## config.mk

```make
export PLATFORM = sky130hd
export DESIGN_NAME = cmp_irq_ctrl
export DESIGN_NICKNAME = d
export VERILOG_FILES = /design/src/rtl/cmp_irq_pkg.sv /design/src/rtl/cmp_irq_rst_sync.sv /design/src/rtl/cmp_irq_sync.sv /design/src/rtl/cmp_irq_edge.sv /design/src/rtl/cmp_irq_regs.sv /design/src/rtl/cmp_irq_ctrl.sv
export SDC_FILE = /design/constraint.sdc
export NUM_CORES = 1
export LEC_CHECK = 0
export BUFFER_PORTS_ARGS = -buffer_cell sky130_fd_sc_hd__buf_4
export CAP_MARGIN = 20
export CORE_ASPECT_RATIO = 0.9
export CORE_MARGIN = 2
export CORE_UTILIZATION = 34
export DETAILED_ROUTE_END_ITERATION = 8
export PLACE_DENSITY = 0.71
export REMOVE_ABC_BUFFERS = 1
export SKIP_LAST_GASP = 1
export SLEW_MARGIN = 20
export SYNTH_ARGS = -nofsm -noshare
export SYNTH_HDL_FRONTEND = slang
export SYNTH_SLANG_ARGS = --single-unit
```

## constraint.sdc

```tcl
create_clock -name clk_i -period 0.8 [get_ports clk_i]
set_clock_uncertainty 0.05 [all_clocks]
set_input_delay 0.04 -clock clk_i [delete_from_list [all_inputs] [get_ports clk_i]]
set_output_delay 0.04 -clock clk_i [all_outputs]
set_load 0.02 [all_outputs]
```

## src/rtl/cmp_irq_pkg.sv

```systemverilog
package cmp_irq_pkg;
  localparam int unsigned REG_W   = 16;
  localparam int unsigned NUM_SRC = 3;

  localparam int unsigned SRC_OUT = 0;
  localparam int unsigned SRC_INV = 1;
  localparam int unsigned SRC_RDY = 2;

  typedef logic [NUM_SRC-1:0] src_vec_t;

  function automatic int unsigned flag_pos(input int unsigned src);
    case (src)
      SRC_OUT: flag_pos = 0;
      SRC_INV: flag_pos = 1;
      default: flag_pos = 4;
    endcase
  endfunction

  function automatic int unsigned en_pos(input int unsigned src);
    en_pos = flag_pos(src) + 8;
  endfunction

  function automatic logic [REG_W-1:0] live_mask();
    logic [REG_W-1:0] m;
    m = '0;
    for (int unsigned s = 0; s < NUM_SRC; s++) begin
      m[flag_pos(s)] = 1'b1;
      m[en_pos(s)]   = 1'b1;
    end
    return m;
  endfunction
endpackage

```

## src/rtl/cmp_irq_rst_sync.sv

```systemverilog
module cmp_irq_rst_sync #(
  parameter int unsigned STAGES = 2
) (
  input  logic clk_i,
  input  logic rst_ni,
  output logic rst_no
);
  logic [STAGES-1:0] chain_q;
  logic [STAGES-1:0] chain_d;

  always_comb begin
    chain_d = {chain_q[STAGES-2:0], 1'b1};
  end

  always_ff @(posedge clk_i or negedge rst_ni) begin
    if (!rst_ni) chain_q <= '0;
    else         chain_q <= chain_d;
  end

  assign rst_no = chain_q[STAGES-1];
endmodule

```

## src/rtl/cmp_irq_sync.sv

```systemverilog
module cmp_irq_sync #(
  parameter int unsigned STAGES = 2
) (
  input  logic clk_i,
  input  logic rst_ni,
  input  logic d_i,
  output logic q_o
);
  logic [STAGES-1:0] stage_q;

  generate
    for (genvar g = 0; g < STAGES; g++) begin : g_stage
      logic stage_d;
      if (g == 0) begin : g_first
        assign stage_d = d_i;
      end else begin : g_next
        assign stage_d = stage_q[g-1];
      end
      always_ff @(posedge clk_i or negedge rst_ni) begin
        if (!rst_ni) stage_q[g] <= 1'b0;
        else         stage_q[g] <= stage_d;
      end
    end
  endgenerate

  assign q_o = stage_q[STAGES-1];
endmodule

```

## src/rtl/cmp_irq_edge.sv

```systemverilog
module cmp_irq_edge (
  input  logic clk_i,
  input  logic rst_ni,
  input  logic lvl_i,
  output logic rise_o,
  output logic fall_o
);
  logic prev_q;
  logic prev_d;

  always_comb begin
    prev_d = lvl_i;
    rise_o = lvl_i & ~prev_q;
    fall_o = ~lvl_i & prev_q;
  end

  always_ff @(posedge clk_i or negedge rst_ni) begin
    if (!rst_ni) prev_q <= 1'b0;
    else         prev_q <= prev_d;
  end
endmodule

```

## src/rtl/cmp_irq_regs.sv

```systemverilog
module cmp_irq_regs
  import cmp_irq_pkg::*;
(
  input  logic     clk_i,
  input  logic     rst_ni,
  input  logic     wr_i,
  input  src_vec_t wr_flag_i,
  input  src_vec_t wr_en_i,
  input  src_vec_t set_i,
  output src_vec_t flag_o,
  output src_vec_t en_o,
  output logic     irq_o
);
  src_vec_t flag_q, flag_d;
  src_vec_t en_q, en_d;
  logic     irq_q, irq_d;

  always_comb begin
    flag_d = flag_q;
    en_d   = en_q;
    if (wr_i) begin
      flag_d = wr_flag_i;
      en_d   = wr_en_i;
    end
    flag_d = flag_d | set_i;
    irq_d  = |(flag_q & en_q);
  end

  always_ff @(posedge clk_i or negedge rst_ni) begin
    if (!rst_ni) begin
      flag_q <= '0;
      en_q   <= '0;
      irq_q  <= 1'b0;
    end else begin
      flag_q <= flag_d;
      en_q   <= en_d;
      irq_q  <= irq_d;
    end
  end

  assign flag_o = flag_q;
  assign en_o   = en_q;
  assign irq_o  = irq_q;

  generate
    for (genvar s = 0; s < NUM_SRC; s++) begin : g_chk
      AST_FLAG_STICKY: assert property (@(posedge clk_i) disable iff (!rst_ni)
        (!wr_i && flag_q[s]) |=> flag_q[s]);
      AST_FLAG_NO_SPURIOUS: assert property (@(posedge clk_i) disable iff (!rst_ni)
        (!wr_i && !set_i[s] && !flag_q[s]) |=> !flag_q[s]);
      AST_SET_BEATS_CLEAR: assert property (@(posedge clk_i) disable iff (!rst_ni)
        set_i[s] |=> flag_q[s]);
    end
  endgenerate

  AST_IRQ_RAISE: assert property (@(posedge clk_i) disable iff (!rst_ni)
    (|(flag_o & en_o)) |=> irq_o);
  AST_IRQ_DROP: assert property (@(posedge clk_i) disable iff (!rst_ni)
    !(|(flag_o & en_o)) |=> !irq_o);
endmodule

```

## src/rtl/cmp_irq_ctrl.sv

```systemverilog
module cmp_irq_ctrl
  import cmp_irq_pkg::*;
#(
  parameter int unsigned SYNC_STAGES = 2,
  parameter int unsigned RST_STAGES  = 2
) (
  input  logic             clk_i,
  input  logic             rst_ni,
  input  logic             reg_wr_i,
  input  logic [REG_W-1:0] reg_wdata_i,
  output logic [REG_W-1:0] reg_rdata_o,
  input  logic             cmp_out_i,
  input  logic             edge_sel_i,
  input  logic             ref_ready_i,
  output logic             irq_o
);
  localparam logic [REG_W-1:0] LIVE = live_mask();

  logic     rst_int_n;
  logic     cmp_sync;
  logic     cmp_rise, cmp_fall;
  logic     rdy_rise, rdy_fall_unused;
  src_vec_t set_vec, wr_flag, wr_en, flag, en;
  logic     unused_wdata;

  cmp_irq_rst_sync #(.STAGES(RST_STAGES)) u_rst (
    .clk_i (clk_i), .rst_ni(rst_ni), .rst_no(rst_int_n)
  );

  cmp_irq_sync #(.STAGES(SYNC_STAGES)) u_sync (
    .clk_i(clk_i), .rst_ni(rst_int_n), .d_i(cmp_out_i), .q_o(cmp_sync)
  );

  cmp_irq_edge u_cmp_edge (
    .clk_i(clk_i), .rst_ni(rst_int_n), .lvl_i(cmp_sync),
    .rise_o(cmp_rise), .fall_o(cmp_fall)
  );

  cmp_irq_edge u_rdy_edge (
    .clk_i(clk_i), .rst_ni(rst_int_n), .lvl_i(ref_ready_i),
    .rise_o(rdy_rise), .fall_o(rdy_fall_unused)
  );

  always_comb begin
    set_vec          = '0;
    set_vec[SRC_OUT] = edge_sel_i ? cmp_fall : cmp_rise;
    set_vec[SRC_INV] = edge_sel_i ? cmp_rise : cmp_fall;
    set_vec[SRC_RDY] = rdy_rise;
    for (int unsigned s = 0; s < NUM_SRC; s++) begin
      wr_flag[s] = reg_wdata_i[flag_pos(s)];
      wr_en[s]   = reg_wdata_i[en_pos(s)];
    end
  end

  assign unused_wdata = ^(reg_wdata_i & ~LIVE);

  cmp_irq_regs u_regs (
    .clk_i    (clk_i),
    .rst_ni   (rst_int_n),
    .wr_i     (reg_wr_i),
    .wr_flag_i(wr_flag),
    .wr_en_i  (wr_en),
    .set_i    (set_vec),
    .flag_o   (flag),
    .en_o     (en),
    .irq_o    (irq_o)
  );

  always_comb begin
    reg_rdata_o = '0;
    for (int unsigned s = 0; s < NUM_SRC; s++) begin
      reg_rdata_o[flag_pos(s)] = flag[s];
      reg_rdata_o[en_pos(s)]   = en[s];
    end
  end

  AST_EDGE_SEL_SPLIT: assert property (@(posedge clk_i) disable iff (!rst_int_n)
    cmp_rise |=> (edge_sel_i ? flag[SRC_INV] : flag[SRC_OUT]) | $past(edge_sel_i) != edge_sel_i);
endmodule

```

======== Yosys cells after proc, flatten, opt, wreduce, memory -nomap -nowiden ========
Index checks and enable logic that the tools add are counted.
word-level totals
  logic and storage cells ................. 20
  register bits ........................... 13
  output and inout port bits .............. 17
  input port bits ......................... 22
operators by class
  bitwise logic cells ..................... 8
  multiplexer cells ....................... 3
  reductions and logical operators ........ 1
operators by type and width
  operator            number
  bitwise AND 1 bit   3
  bitwise AND 3 bit   1
  two-way mux 3 bit   1
  inverter 1 bit      3
  bitwise OR 3 bit    1
  OR reduction 3 bit  1
  two-way mux 1 bit   2

======== Logic depth before layout (Yosys ltp) ========
  depth in word-level cells ............... 4
  gate-level depth with buffers ........... 3
  depth with buffers taken out ............ 2

======== Hierarchy ========
A second synthesis with hierarchy kept.
unflattened totals
  cells, all modules ...................... 43
  area, all modules ....................... 583.1 um^2
by module, submodules not included
  module            seq. area each (um^2)  cells each  instances  area an instance (um^2)
  cmp_irq_regs      175.2                  19          1          297.8
  cmp_irq_ctrl      0.0                    13          1          101.3
  cmp_irq_edge      25.0                   3           2          40.0
  cmp_irq_rst_sync  50.0                   3           1          53.8
  cmp_irq_sync      50.0                   2           1          50.0

======== Least setup slack after synthesis ========
No wires, ideal clock.
  path type ............................... reg2reg
  from .................................... register u_regs.flag_q[0], in the netlist u_regs.flag_o[0]
  to ...................................... register u_regs.irq_q, in the netlist u_regs.irq_o
  path buffers ............................ 0
  cell stages (with the launch flop) ...... 3
  arrival time ............................ 0.836 ns
  data required time ...................... 0.623 ns
  period minus slack after synthesis ...... 1.013 ns
  setup slack ............................. -0.213 ns
  setup time .............................. 0.127 ns
  cells stage by stage .................... dfrtp_1 a222oi_1 inv_1
on the way
  cells in the longest elaborated chain, start to end .. 2
RTL lines
  item                    RTL line            source
  from (decl)             cmp_irq_regs.sv:14  src_vec_t flag_q, flag_d;
  from (signal assigned)  cmp_irq_regs.sv:35  flag_q <= flag_d;
  bitwise AND 3 bit       cmp_irq_regs.sv:26  irq_d = |(flag_q & en_q);
  OR reduction 3 bit      cmp_irq_regs.sv:26
  named net u_regs.irq_d  cmp_irq_regs.sv:16  logic irq_q, irq_d;
  to (signal assigned)    cmp_irq_regs.sv:37  irq_q <= irq_d;
  to (decl)               cmp_irq_regs.sv:16
The timed path passes the listed nets, and every way through them passes these cells.
A chain may end at the register's enable or synchronous reset.

======== Final worst setup path ========
  from .................................... register u_regs.flag_q[0], in the netlist u_regs.flag_o[0]
  to ...................................... output port reg_rdata_o[0]
RTL lines
  item       RTL line            source
  to (decl)  cmp_irq_ctrl.sv:11  output logic [REG_W-1:0] reg_rdata_o,
No word-level cell between the ends.

==> impl_metrics.toml <==
[clock_network]
cts.htree.levels = 1
clkLatencyLatePin_ns = 0.26
tritoncts_num_sinks = 13
cts_made_buffers = 3
cts_tree = "done"
cts_root_buf = "sky130_fd_sc_hd__clkbuf_4"
cts_buffer_depth = 2
clk_transition_reported_paths_ns = 0.07

[global_routing]
gr_util_all_layers_pct = 12.2
grt_pass1_vias = 381
maximum_number_of_pins_on_one_net_before_global_route_repair = 12
grt_remaining_overflow = 0
grt_pass1_wl_um = 1630
initial_antenna_violation_count = 0

[synthesis]
ys_seq_elements = 13
synth_area_per_cell_um2 = 13.2
yosys-top-cells-area = "sky130_fd_sc_hd__dfrtp_1 59%, sky130_fd_sc_hd__buf_4 14%, sky130_fd_sc_hd__mux2_4 8.1%"
synth_area_um2 = 554
edff_count_synth = 0
synth.lib_cells_used.distinct = 12
netlist_top_cells_count = "13 x sky130_fd_sc_hd__dfrtp_1, 10 x sky130_fd_sc_hd__buf_4, 3 x sky130_fd_sc_hd__inv_1, 3 x sky130_fd_sc_hd__mux2_4, 3 x sky130_fd_sc_hd__mux2i_1"
dominantRegCellSynth = "sky130_fd_sc_hd__dfrtp_1"
largest_area_contributor_in_the_synthesized_netlist = "sky130_fd_sc_hd__dfrtp_1"
synth_sequential_area_ratio_pct = 58.7
yosysWarningCount = 0
synthMostInstantiatedCell = "sky130_fd_sc_hd__dfrtp_1"
postSynthCellCount = 42
synth_largest_type_area_fraction_pct = 58.7
ys_async_sr_fraction_pct = 100

[setup_path]
worst_r2r_startpoint = "u_regs.flag_o[0]$_DFF_PN0_"
rrSetupSlack_ns = -0.20
cp-endpoint = "reg_rdata_o[0]"
required_ns = 0.71
r2r_cells = 2
timing.critical_path.max_delay_family = "flip-flops"
cp_launch_point = "u_regs.flag_o[0]$_DFF_PN0_"
timing_worst_setup_path_type = "flop to output port"
reg2reg_to = "u_regs.irq_o$_DFF_PN0_"
number_of_logic_stages_on_the_critical_path_including_buffering = 2
critical-path-max-stage-delay_ns = 0.41
critical_path.endpoint_type = "output port"
timing.critical_path.cells = "buf_6 > buf_6"
worst_path_most_repeated_cell = "sky130_fd_sc_hd__buf_6"
cpMaxStageDelayCell = "sky130_fd_sc_hd__dfrtp_1"
critical_path.n_buffers_inverters = 2
crit_path_start_kind = "flop"
path_max_fanout = 3
timing.critical_path.arrival_ns = 0.92

[place]
hpwl_um = 696
post_dp_cell_area_um2 = 687
numPortBuffers = 18
gp_congestion = 0.692
post-place-ws_ns = -0.179

[power_and_ir_drop]
peakVddDrop_mv = 1.31
power.leakage_nw = 0.408
power.density_nw_per_um2 = 1850

[final_layout]
layout.nets = 93
postLayoutCellArea_um2 = 818
post_route_cells_drive_above_1_share_pct = 44.3
n_antenna_cell = 0
synthToLayoutAreaGrowth_pct = 47.6

[routing]
postRouteWirelength_um = 967
drt_pass1_iterations = 4
detail-route-antenna-nets = 0
post-route-drc-count = 0
wl_per_cell_um = 10.5
initialDrtViolationCount = 7
num_vias = 374
vias_per_cell = 4.07

[floorplan]
dieWidth_um = 46.6
rows = 13
start_util_pct = 37.4
top_level_ports = 39
design.core.area_um2 = 1480
die-area_um2 = 1970
die-height_um = 42.3

[outcome]
status = "finished, violations left"
violated_checks = "negative hold slack, negative setup slack"

[sta]
post-route-min-period_ns = 1.01
setup_slack_ns = -0.213
setup_tns_ns = -1.61
finalSetupViolations = 13
rsz0062_at_grt = "true"
fmax_ghz = 0.987
hold_viol = 6
slew_viol_final = 0
timing.final.crit_share_pct = 127
final.hold.worst_slack_ns = -0.0503

[min_path]
min-delay-path-class = "input pin to flop"

[flow_run]
timing.max_cap.violations = 0
-- metal layers --
metal | part of all wire (%) | GRT usage [%] | vias to the layer above
met5 | 0 | 0 | -
met4 | 0 | 3.43 | 0
met3 | 8.4 | 8.19 | 0
met2 | 57 | 20.6 | 19
met1 | 34 | 11.6 | 183
li1 | - | - | 172
-- layout make-up --
| type | count | area (um2) |
|---|---|---|
| well taps | 22 | 27.5 |
| multi-input cells | 24 | 185 |
| inverters | 3 | 11.3 |
| flip-flops and latches | 13 | 325 |
| clock buffers | 4 | 26.3 |
| fillers | 135 | 662 |
| repair buffers | 26 | 243 |
-- cell usage in the layout (no fill, tap or decap) --
cell	instances
sky130_fd_sc_hd__nand2b_1	1
sky130_fd_sc_hd__clkbuf_4	3
sky130_fd_sc_hd__mux2i_1	3
sky130_fd_sc_hd__dfrtp_1	13
sky130_fd_sc_hd__o221ai_2	2
sky130_fd_sc_hd__inv_1	3
sky130_fd_sc_hd__dlygate4sd3_1	4
sky130_fd_sc_hd__clkbuf_1	1
sky130_fd_sc_hd__buf_4	12
sky130_fd_sc_hd__o21ai_1	1
sky130_fd_sc_hd__buf_6	10
sky130_fd_sc_hd__mux2_4	3
sky130_fd_sc_hd__conb_1	11
sky130_fd_sc_hd__nand2_1	1
sky130_fd_sc_hd__nand2b_4	1
sky130_fd_sc_hd__a222oi_1	1
-- worst min path at each step --
stage                          startpoint                          to  slack (ns)  cells past startpoint
after global placement             rst_ni  u_rst.chain_q[0]$_DFF_PN0_       -0.23                      1
after detailed placement           rst_ni  u_rst.chain_q[0]$_DFF_PN0_       -0.22                      1
after global routing      reg_wdata_i[12]  u_regs.en_o[2]$_DFFE_PN0P_       -0.06                      2
final                     reg_wdata_i[12]  u_regs.en_o[2]$_DFFE_PN0P_       -0.05                      2
after CTS                 reg_wdata_i[12]  u_regs.en_o[2]$_DFFE_PN0P_       -0.06                      2
after floorplan                    rst_ni  u_rst.chain_q[0]$_DFF_PN0_       -0.31                      0
-- cells by family after synthesis --
kind of cell | Yosys count | synth area share, %
flip-flops | 13 | 58.7
multiplexers | 6 | 13.5
AND/OR/NAND/NOR | 3 | 2.93
AO/OA/AOI/OAI | 4 | 5.87
other | 2 | 1.35
buffers and inverters | 14 | 17.6
-- worst reg2reg max path: cells and delay by family (launching register included) --
kind	cells	cell delay [ns]
compound gates	1	0.34
buf+inv	1	0.08
flops	1	0.41
-- registers in the layout, indices dropped and copies added (netlist names) --
| name | count |
|---|---|
| u_regs.irq_o | 1 |
| u_rdy_edge.prev_q | 1 |
| u_regs.en_o | 3 |
| u_sync.q_o | 1 |
| u_rst.chain_q | 2 |
| u_cmp_edge.prev_q | 1 |
| u_regs.flag_o | 3 |
| u_sync.g_stage.stage_d | 1 |
-- power breakdown --
| part | total (W) | switching, W | internal (W) |
|---|---|---|---|
| combinational | 0.000363 | 0.000159 | 0.000204 |
| clock | 0.000387 | 0.000194 | 0.000193 |
| sequential | 0.000765 | 0.0000549 | 0.000710 |
-- per-stage QoR --
step | utilization [%] | instances | hold slack, ns | power, W
finish | 55.3 | 92 | -0.0503 | 0.00152
global route | 55.3 | 92 | -0.0641 | 0.00161
CTS | 54.6 | 91 | -0.0650 | 0.00154
detailed placement | 46.4 | 83 | -0.224 | 0.00106
global placement | 46.4 | 83 | -0.227 | 0.00106
floorplan | - | 40 | -0.306 | 0.000908
-- repair_timing --
| action | 4_1_cts | 5_1_grt |
|---|---|---|
| buffers inserted | 1 | 0 |
| endpoints found under the hold margin | 10 | 6 |
| endpoints found under the setup margin | 14 | 14 |
| pin swaps | 2 | 1 |
| gates resized for setup | 14 | 0 |
| hold buffers | 3 | 1 |
No activity file was read; power rests on OpenSTA's default activity.
